--- src/rtl/nvm_erase_pkg.sv ---
package nvm_erase_pkg;

    localparam int DATA_W  = 16;
    localparam int AHI_W   = 8;
    localparam int ADDR_W  = AHI_W + DATA_W;

    typedef enum logic [1:0] {
        SEL_CTRL = 2'd0,
        SEL_ALO  = 2'd1,
        SEL_AHI  = 2'd2,
        SEL_KEY  = 2'd3
    } reg_sel_e;

    localparam logic [7:0] KEY_FIRST  = 8'h55;
    localparam logic [7:0] KEY_SECOND = 8'hAA;

    localparam int B_START = 15;
    localparam int B_WEN   = 14;
    localparam int B_ERR   = 13;
    localparam int B_DONE  = 12;
    localparam int B_ERASE = 6;

    localparam logic [3:0] MODE_BLOCK = 4'h5;
    localparam logic [3:0] MODE_WORD  = 4'h4;

    typedef enum logic [1:0] {
        UNL_IDLE  = 2'd0,
        UNL_HALF  = 2'd1,
        UNL_ARMED = 2'd2
    } unlock_e;

    typedef struct packed {
        logic       wen;
        logic       erase;
        logic [3:0] mode;
        logic       err;
        logic       done;
    } ctrl_t;

    function automatic logic cfg_ok(input logic [DATA_W-1:0] w);
        return w[B_WEN] && w[B_ERASE] &&
               ((w[3:0] == MODE_BLOCK) || (w[3:0] == MODE_WORD));
    endfunction

    function automatic logic [DATA_W-1:0] ctrl_pack(input logic busy, input ctrl_t c);
        logic [DATA_W-1:0] v;
        v          = '0;
        v[B_START] = busy;
        v[B_WEN]   = c.wen;
        v[B_ERR]   = c.err;
        v[B_DONE]  = c.done;
        v[B_ERASE] = c.erase;
        v[3:0]     = c.mode;
        return v;
    endfunction

endpackage

--- src/rtl/nvm_unlock_seq.sv ---
module nvm_unlock_seq
    import nvm_erase_pkg::*;
(
    input  logic              clk,
    input  logic              rst,
    input  logic              bus_we,
    input  logic [1:0]        bus_sel,
    input  logic [DATA_W-1:0] bus_wdata,
    output logic              armed
);

    unlock_e state_q, state_d;
    logic    key_wr;

    assign key_wr = bus_we && (bus_sel == SEL_KEY);

    always_comb begin
        state_d = state_q;
        if (bus_we) begin
            if (key_wr && bus_wdata[7:0] == KEY_FIRST && bus_wdata[DATA_W-1:8] == '0)
                state_d = UNL_HALF;
            else if (key_wr && state_q == UNL_HALF &&
                     bus_wdata[7:0] == KEY_SECOND && bus_wdata[DATA_W-1:8] == '0)
                state_d = UNL_ARMED;
            else
                state_d = UNL_IDLE;
        end
    end

    always_ff @(posedge clk) begin
        if (rst) state_q <= UNL_IDLE;
        else     state_q <= state_d;
    end

    assign armed = (state_q == UNL_ARMED);

    AST_ARM_AFTER_SECOND_KEY: assert property (@(posedge clk) disable iff (rst)
        $rose(armed) |-> $past(key_wr && bus_wdata[7:0] == KEY_SECOND)) else $error("arm");

    AST_ARM_DROPS_ON_WRITE: assert property (@(posedge clk) disable iff (rst)
        armed && bus_we |=> !armed) else $error("arm drop");

endmodule

--- src/rtl/nvm_erase_timer.sv ---
module nvm_erase_timer #(
    parameter int ERASE_CYCLES = 80000
) (
    input  logic clk,
    input  logic rst,
    input  logic start,
    output logic busy,
    output logic last,
    output logic stb
);

    localparam int CNT_W = $clog2(ERASE_CYCLES + 1);

    logic [CNT_W-1:0] cnt_q;
    logic             busy_q;
    logic             stb_q;

    assign last = busy_q && (cnt_q == '0);

    always_ff @(posedge clk) begin
        if (rst) begin
            cnt_q  <= '0;
            busy_q <= 1'b0;
            stb_q  <= 1'b0;
        end else begin
            stb_q <= last;
            if (start && !busy_q) begin
                busy_q <= 1'b1;
                cnt_q  <= CNT_W'(ERASE_CYCLES - 1);
            end else if (last) begin
                busy_q <= 1'b0;
            end else if (busy_q) begin
                cnt_q <= cnt_q - 1'b1;
            end
        end
    end

    assign busy = busy_q;
    assign stb  = stb_q;

    AST_STB_SINGLE: assert property (@(posedge clk) disable iff (rst)
        stb |=> !stb) else $error("stb width");

    AST_STB_AT_FALL: assert property (@(posedge clk) disable iff (rst)
        $fell(busy) |-> stb) else $error("stb place");

endmodule

--- src/rtl/nvm_erase_regs.sv ---
module nvm_erase_regs
    import nvm_erase_pkg::*;
(
    input  logic              clk,
    input  logic              rst,
    input  logic              bus_we,
    input  logic [1:0]        bus_sel,
    input  logic [DATA_W-1:0] bus_wdata,
    output logic [DATA_W-1:0] bus_rdata,
    input  logic              armed,
    input  logic              busy,
    input  logic              last,
    output logic              start,
    output logic              blk,
    output logic              done,
    output logic [ADDR_W-1:0] addr
);

    ctrl_t             ctrl_q;
    logic [DATA_W-1:0] alo_q;
    logic [AHI_W-1:0]  ahi_q;
    logic              ctrl_wr;
    logic              idle_ctrl_wr;

    assign ctrl_wr      = bus_we && (bus_sel == SEL_CTRL);
    assign idle_ctrl_wr = ctrl_wr && !busy;
    assign start        = idle_ctrl_wr && bus_wdata[B_START] && armed && cfg_ok(bus_wdata);

    always_ff @(posedge clk) begin
        if (rst) begin
            ctrl_q <= '0;
        end else if (last) begin
            ctrl_q.wen  <= 1'b0;
            ctrl_q.done <= 1'b1;
        end else if (idle_ctrl_wr) begin
            if (bus_wdata[B_START]) begin
                if (start) begin
                    ctrl_q.wen   <= bus_wdata[B_WEN];
                    ctrl_q.erase <= bus_wdata[B_ERASE];
                    ctrl_q.mode  <= bus_wdata[3:0];
                end else begin
                    ctrl_q.err <= 1'b1;
                end
            end else begin
                ctrl_q.wen   <= bus_wdata[B_WEN];
                ctrl_q.erase <= bus_wdata[B_ERASE];
                ctrl_q.mode  <= bus_wdata[3:0];
                if (bus_wdata[B_ERR])  ctrl_q.err  <= 1'b0;
                if (bus_wdata[B_DONE]) ctrl_q.done <= 1'b0;
            end
        end
    end

    always_ff @(posedge clk) begin
        if (rst) begin
            alo_q <= '0;
            ahi_q <= '0;
        end else if (bus_we && !busy) begin
            if (bus_sel == SEL_ALO) alo_q <= bus_wdata;
            if (bus_sel == SEL_AHI) ahi_q <= bus_wdata[AHI_W-1:0];
        end
    end

    always_comb begin
        unique case (reg_sel_e'(bus_sel))
            SEL_CTRL: bus_rdata = ctrl_pack(busy, ctrl_q);
            SEL_ALO:  bus_rdata = alo_q;
            SEL_AHI:  bus_rdata = {{(DATA_W-AHI_W){1'b0}}, ahi_q};
            default:  bus_rdata = '0;
        endcase
    end

    assign blk  = (ctrl_q.mode == MODE_BLOCK);
    assign done = ctrl_q.done;
    assign addr = {ahi_q, alo_q};

    AST_START_NEEDS_KEY: assert property (@(posedge clk) disable iff (rst)
        $rose(busy) |-> $past(armed)) else $error("unkeyed start");

    AST_ADDR_FROZEN: assert property (@(posedge clk) disable iff (rst)
        busy |=> $stable(alo_q) && $stable(ahi_q) && $stable(ctrl_q.mode)) else $error("addr moved");

    AST_DONE_STICKY: assert property (@(posedge clk) disable iff (rst)
        ctrl_q.done && !(idle_ctrl_wr && !bus_wdata[B_START] && bus_wdata[B_DONE])
        |=> ctrl_q.done) else $error("done lost");

    AST_WEN_OFF_AT_END: assert property (@(posedge clk) disable iff (rst)
        $fell(busy) |-> !ctrl_q.wen && ctrl_q.done) else $error("wen");

endmodule

--- src/rtl/nvm_erase_ctrl.sv ---
module nvm_erase_ctrl
    import nvm_erase_pkg::*;
#(
    parameter int ERASE_CYCLES = 80000
) (
    input  logic              clk,
    input  logic              rst,
    input  logic              bus_we,
    input  logic [1:0]        bus_sel,
    input  logic [DATA_W-1:0] bus_wdata,
    output logic [DATA_W-1:0] bus_rdata,
    output logic              busy,
    output logic              irq_done,
    output logic              erase_stb,
    output logic              erase_blk,
    output logic [ADDR_W-1:0] erase_addr
);

    logic armed;
    logic start;
    logic last;

    nvm_unlock_seq u_unlock (
        .clk       (clk),
        .rst       (rst),
        .bus_we    (bus_we),
        .bus_sel   (bus_sel),
        .bus_wdata (bus_wdata),
        .armed     (armed)
    );

    nvm_erase_regs u_regs (
        .clk       (clk),
        .rst       (rst),
        .bus_we    (bus_we),
        .bus_sel   (bus_sel),
        .bus_wdata (bus_wdata),
        .bus_rdata (bus_rdata),
        .armed     (armed),
        .busy      (busy),
        .last      (last),
        .start     (start),
        .blk       (erase_blk),
        .done      (irq_done),
        .addr      (erase_addr)
    );

    nvm_erase_timer #(.ERASE_CYCLES(ERASE_CYCLES)) u_timer (
        .clk   (clk),
        .rst   (rst),
        .start (start),
        .busy  (busy),
        .last  (last),
        .stb   (erase_stb)
    );

endmodule

--- config.mk ---
export PLATFORM = sky130hd
export DESIGN_NAME = nvm_erase_ctrl
export DESIGN_NICKNAME = d
export VERILOG_FILES = /design/src/rtl/nvm_erase_pkg.sv /design/src/rtl/nvm_unlock_seq.sv /design/src/rtl/nvm_erase_timer.sv /design/src/rtl/nvm_erase_regs.sv /design/src/rtl/nvm_erase_ctrl.sv
export SDC_FILE = /design/constraint.sdc
export NUM_CORES = 1
export LEC_CHECK = 0
export BUFFER_PORTS_ARGS = -buffer_cell sky130_fd_sc_hd__buf_2
export CORE_MARGIN = 1
export CORE_UTILIZATION = 50
export DETAILED_ROUTE_END_ITERATION = 8
export PLACE_DENSITY = 0.73
export SLEW_MARGIN = 40
export SYNTH_ARGS = -nofsm -noshare
export SYNTH_HDL_FRONTEND = slang
export SYNTH_SLANG_ARGS = --single-unit
--- constraint.sdc ---
create_clock -name clk -period 2.3 [get_ports clk]
set_input_delay 0.46 -clock clk [delete_from_list [all_inputs] [get_ports clk]]
set_output_delay 0.46 -clock clk [all_outputs]
set_load 0.03 [all_outputs]
==> results of run 1 <==
## per-layer routing
layer / vias to the layer above / wire (um) / global-route usage
li1: 1259 / - / -
met1: 1188 / 2908 / 0.3087
met2: 76 / 3281 / 0.4333
met3: 11 / 295 / 0.04472
met4: 0 / 96 / 0.09644
met5: - / 0 / 0
## per-stage QoR
| stage | util | std cells | cell area (um2) | hold WS, ns | setup WS [ns] |
|---|---|---|---|---|---|
| detailed placement | 0.6221 | 432 | 3035 | 0.4619 | 0.2074 |
| floorplan | - | 306 | 2616 | 0.4490 | 0.2294 |
| global placement | 0.6221 | 432 | 3035 | 0.4546 | 0.2160 |
| CTS | 0.6397 | 439 | 3122 | 0.3984 | 0.2898 |
| finish | 0.6397 | 439 | 3122 | 0.4063 | 0.2958 |
| global route | 0.6397 | 439 | 3122 | 0.4192 | 0.2054 |
## worst max path at each step
stage	from	end	slack (ns)
final	u_timer.busy$_SDFFE_PP0P_	u_timer.cnt_q[9]$_SDFFE_PP0P_	0.30
after global routing	u_timer.busy$_SDFFE_PP0P_	u_timer.cnt_q[9]$_SDFFE_PP0P_	0.21
after CTS	u_timer.busy$_SDFFE_PP0P_	u_timer.cnt_q[9]$_SDFFE_PP0P_	0.29
after detailed placement	bus_sel[0]	u_timer.cnt_q[14]$_SDFFE_PP0P_	0.21
after global placement	bus_sel[0]	u_timer.cnt_q[14]$_SDFFE_PP0P_	0.22
after floorplan	bus_sel[1]	bus_rdata[0]	0.23
## layout make-up
class / count / area (um2)
inverters: 4 / 15.01
well taps: 67 / 83.83
repair buffers: 78 / 425.4
fillers: 453 / 1758
multi-input cells: 230 / 1450
flip-flops and latches: 53 / 1061
clock buffers: 7 / 86.33
## power by group
group	internal, mW	switching, mW	leakage [nW]	total, mW
Sequential	0.934	0.0116	0.429	0.945
Clock	0.240	0.284	0.0443	0.524
Combinational	0.0632	0.128	0.810	0.191
## placed cells by master (no fill, tap or decap), types with 7 or more instances in the layout
master   instances
a21oi_1         30
buf_2           64
buf_4           14
dfxtp_1         53
mux2i_1         17
nand2_1         43
nand3_1          8
nor2_1          21
o21ai_0         16
or4_1            7
## logic make-up after synthesis
family                     synth area share
buffers and inverters               0.04017
adders and majority gates          0.009563
muxes                               0.06504
AOI/OAI and AO/OA                    0.1875
and+or+nand+nor                      0.2922
DFF                                  0.4055
## worst register-to-register path, cell delays in order, from the launching register on
cell	delay (ns)
dfxtp_1	0.42
or4b_4	0.65
or4_1	0.59
nand2_4	0.17
a21oi_1	0.06
## flip-flops by register name (all words and copies together) (netlist names)
register / count
u_regs.alo_q: 16
u_regs.ahi_q: 8
u_regs.done: 1
u_timer.busy: 1
u_timer.cnt_q: 17
u_timer.stb: 1
u_regs.ctrl_q: 7
u_unlock.state_q: 2
==> out/metrics.yaml, run 1 <==
worst_hold_path:
  hp-class: "in2reg"
  min_from: "bus_wdata[8]"
  hold_path_end: "u_regs.alo_q[8]$_SDFFE_PP0P_"
  hold_depth: 3
logic_synthesis:
  synth_cell_types: 50
  synth_area_mm2: 0.002616
  ys_ff_latch: 53
  synthArstFlopShare: 0
  ys.flop_type: "dfxtp_1"
  yosysTopAreaCell: "dfxtp_1"
  yosys-top-cells-area: "dfxtp_1 (41%), mux2i_1 (6.5%), nand2_1 (6.2%), a21oi_1 (5.7%), o21ai_0 (3.1%)"
  synth_most_common_cell: "dfxtp_1"
  seq_area_frac_synth: 0.4055
  synth.top_cell.area_share: 0.4055
  synthTopCellsByCount: "dfxtp_1 (53), nand2_1 (43), a21oi_1 (30)"
  syn_inst: 306
  yosysWarnings: 0
  synth_edf_count: 0
  syn_area_per_cell_um2: 8.550
  syn-num-nets: 329
die:
  die_x_um: 74.34
  core-area_mm2: 0.004880
  top_level_ports: 65
  dieArea_mm2: 0.005526
  die_h_um: 74.34
  rows: 25
  initial_utilization: 0.5362
place:
  dp.final_hpwl_um: 4842
  port-buffer-count: 64
  place_congestion: 0.8635
critical_path:
  reg2reg_from: "u_timer.busy$_SDFFE_PP0P_"
  critical_path_required_ns: 2.49
  reg2reg_slack_ns: 0.30
  slowest_delay_ns: 0.65
  worstPathArrival_ns: 2.19
  cp_cell_sequence: "or4b_4, or4_1, nand2_4, a21oi_1"
  cp_max_fo: 10
  cp_slowest_cell: "or4b_4"
  cp.depth: 4
  end_kind: "flip-flop"
  reg2reg_depth: 4
  crit_family: "simple AND/OR/NAND/NOR gates"
  critPathKind: "reg2reg"
  start_kind: "flip-flop"
  worst-path-buf-inv: 0
  reg2reg_to: "u_timer.cnt_q[9]$_SDFFE_PP0P_"
route:
  via_count: 2534
  via_per_inst: 5.772
  drtIter0Drc: 179
  drtPass1Iterations: 4
  drc: 0
  routedWlPerCell_um: 14.99
  drtAntennaViolNets: 0
  postRouteWirelength_um: 6582
clock_network:
  postCtsSetupBuffers: 0
  cts-resized-gates: 0
  clk_pin_slew_ns: 0.09
  cts_made_buffers: 5
  clock_path_buffers: 2
  clk_latency_ns: 0.30
  htree_levels: 2
  clkSinkCount: 53
  cts_hold_buf: 0
  cts_tree: "yes"
  cts_root_buffer: "clkbuf_8"
sta:
  finalSetupViolations: 0
  min_period_ns: 2.004
  period_share: 0.8714
  maxSlewViolCount: 0
  worstMarginPinSlew_ns: 0.6351
  skew_ns: 0.002393
  fmax_mhz: 498.9
  slew_headroom: 0.5713
  hold_viol: 0
  fin_setup_tns_ns: 0
  rsz0062_at_grt: "false"
grt:
  grt_start_max_net_pins: 28
  grt_pass1_wl_um: 10640
  grt_pass1_vias: 2323
  antenna_found_initial: 0
  grt_usage: 0.2499
  grt-ovfl-total: 0
power_and_ir_drop:
  p_leak_nw: 1.283
  ir_worst_vdd_uv: 266.6
  power_density_mw_per_mm2: 531.8
  power_mw: 1.660
job:
  maxCapViolCount: 0
final_layout:
  synthToLayoutAreaGrowth_pct: 19.32
  drive_gt1_frac: 0.2554
  diodes: 0
  nets: 395
status:
  status: "finished, final reports clean"
(Power assumes the default switching activity.)
==> run 2, diff against run 1 <==
clock period = 1.9 ns   (was 2.3 ns; I/O delays follow)
==> run 2 against run 1 <==
Wire length increased by 7.5%. Setup slack got worse by 0.25 ns. Cell area increased by 4.4%. Via count increased by 4.7%. Clock-buffer cell count decreased by 1. Combinational power increased by 32%. Critical endpoint is now u_timer.cnt_q[10]$_SDFFE_PP0P_. Largest power group unchanged.
==> out/metrics.yaml, run 2 (synthesis results as in run 1) <==
grt:
  antenna_found_initial: 0  # unchanged
  met1_usage: 0.3920  # was 0.3087
  grt_pass1_vias: 2308  # was 2,323
  busiest_layer: "met1"  # was met2
  grt-ovfl-total: 0  # unchanged
  grt_usage: 0.2658  # was 0.2499
  grt_use_met2: 0.3879  # was 0.4333
  grt_pass1_wl_um: 11190  # was 10,640 um
  grt_start_max_net_pins: 25  # was 28
  grt_util_met3: 0.05149  # was 0.04472
critical_path:
  start_kind: "flip-flop"  # unchanged
  end_kind: "flip-flop"  # unchanged
  cp_max_fo: 6  # was 10
  cp_cell_sequence: "nor4_4, nand3_1, or4b_2, a21oi_2"  # was or4b_4, or4_1, nand2_4, a21oi_1
  worstPathArrival_ns: 2.09  # was 2.19 ns
  critPathKind: "reg2reg"  # unchanged
  slowest_delay_ns: 0.65  # about the same
  cp_slowest_cell: "or4b_2"  # was or4b_4
  critical_path_required_ns: 2.14  # was 2.49 ns
die:
  initial_utilization: 0.5362  # unchanged
  die_h_um: 74.34  # unchanged
  die_x_um: 74.34  # unchanged
  dieArea_mm2: 0.005526  # unchanged
  rows: 25  # unchanged
  core-area_mm2: 0.004880  # unchanged
  top_level_ports: 65  # unchanged
final_layout:
  final_common_cell: "buf_2"  # unchanged
  final_cell_mix: "buf_2 (63), dfxtp_1 (51), nand2_1 (43)"  # was buf_2 (64), dfxtp_1 (53), nand2_1 (43)
  fillCellCount: 445  # was 453
  biggestRegsByFlops: "u_timer.cnt_q (17), u_regs.alo_q (16), u_regs.ahi_q (8)"  # unchanged
  top_register: "u_timer.cnt_q"  # unchanged
  drive_gt1_frac: 0.2964  # was 0.2554
  nets: 410  # was 395
  synthToLayoutAreaGrowth_pct: 24.63  # was 19.32%
  seq_area_mm2: 0.001066  # was 0.001061 mm2
  post-route-cell-area_mm2: 0.003261  # was 0.003122 mm2
  largest_register_ffs: 17  # unchanged
  stdcell_count: 455  # was 439
  diodes: 0  # unchanged
  multiInputGateArea_mm2: 0.001456  # was 0.001450 mm2
clock_network:
  clock_path_buffers: 2  # unchanged
  htree_levels: 2  # unchanged
  cts-resized-gates: 0  # unchanged
  cts_root_buffer: "clkbuf_8"  # unchanged
  postCtsSetupBuffers: 0  # unchanged
  cts_tree: "yes"  # unchanged
  clk_latency_ns: 0.31  # was 0.30 ns
  clkSinkCount: 53  # unchanged
  clk_pin_slew_ns: 0.10  # was 0.09 ns
  cts_hold_buf: 0  # unchanged
  cts_made_buffers: 5  # unchanged
sta:
  min_period_ns: 1.852  # was 2.004 ns
  fmax_mhz: 540.1  # was 498.9 MHz
  fin_setup_tns_ns: 0  # unchanged
  period_share: 0.9745  # was 0.8714
  worstMarginPinSlew_ns: 0.5373  # was 0.6351 ns
  finalSetupViolations: 0  # unchanged
  slew_headroom: 0.6373  # was 0.5713
  rsz0062_at_grt: "false"  # unchanged
  hold_viol: 0  # unchanged
  skew_ns: 0.01127  # was 0.002393 ns
  maxSlewViolCount: 0  # unchanged
route:
  postRouteWirelength_um: 7077  # was 6582 um
  routedWlPerCell_um: 15.55  # was 14.99 um
  drc: 0  # unchanged
  drtAntennaViolNets: 0  # unchanged
  via_count: 2653  # was 2,534
  drtPass1Iterations: 4  # unchanged
  drtIter0Drc: 167  # was 179
  via_per_inst: 5.831  # was 5.772
power_and_ir_drop:
  p_leak_nw: 1.365  # was 1.283 nW
  ir_worst_vdd_uv: 426.7  # was 266.6 uV
  power_density_mw_per_mm2: 619.6  # was 531.8 mW/mm2
  power_mw: 2.020  # was 1.660 mW
job:
  maxCapViolCount: 0  # unchanged
place:
  post_dp_cell_area_mm2: 0.003168  # was 0.003035 mm2
  port-buffer-count: 64  # unchanged
  placed_cells: 447  # was 432
  dp.final_hpwl_um: 5138  # was 4842 um
  place_congestion: 0.8965  # was 0.8635
worst_hold_path:
  hp-class: "in2reg"  # unchanged
status:
  status: "finished, final reports clean"  # unchanged
## run 2: cell types whose count changed in the layout (fill, tap and decap cells not counted), sizes merged
cell,change
buf,+14
clkinv,+2
## run 2: worst paths after layout
kind                                                    start                        endpoint  slack [ns]  cells past startpoint
worst min register to register   u_regs.alo_q[9]$_SDFFE_PP0P_    u_regs.alo_q[9]$_SDFFE_PP0P_        0.47                      2
worst max register to register  u_timer.cnt_q[3]$_SDFFE_PP0P_  u_timer.cnt_q[10]$_SDFFE_PP0P_        0.05                      4
worst max-delay path            u_timer.cnt_q[3]$_SDFFE_PP0P_  u_timer.cnt_q[10]$_SDFFE_PP0P_        0.05                      4
worst min-delay path                             bus_wdata[9]    u_regs.alo_q[9]$_SDFFE_PP0P_        0.31                      3
## run 2: report_power, final
part	total, mW	internal, mW	switching, mW	leakage (nW)
combinational	0.253	0.0909	0.162	0.890
clock	0.624	0.257	0.368	0.0450
sequential	1.14	1.13	0.0147	0.430
total	2.02	1.48	0.544	1.36
## run 2: routing by layer
layer,routed length [um],vias up
met3,476,10
met4,89,0
met5,0,-
li1,-,1292
met2,3034,104
met1,3476,1247
## run 2: stage by stage
step,hold slack [ns],utilization,setup slack [ns]
final,0.3132,0.6682,0.04848
after global routing,0.3251,0.6682,0.003536
after CTS,0.3175,0.6662,0.04411
after detailed placement,0.4575,0.6492,0.02700
after global placement,0.4506,0.6492,0.04770
after floorplan,0.4490,-,-0.009974
## run 2: final cells by class
cell class,instances,area share
clock buffer,6,0.02226
clock inverter,2,0.003070
sequential,53,0.3269
tap,67,0.02571
multi-input combinational,230,0.4467
timing repair buffer,93,0.1708
inverter,4,0.004605
## run 2: critical path: cells and delay by family (launching register included)
family             cells  cell delay, ns
AOI/OAI and AO/OA      1            0.15
and+or+nand+nor        3            1.25
DFF                    1            0.39
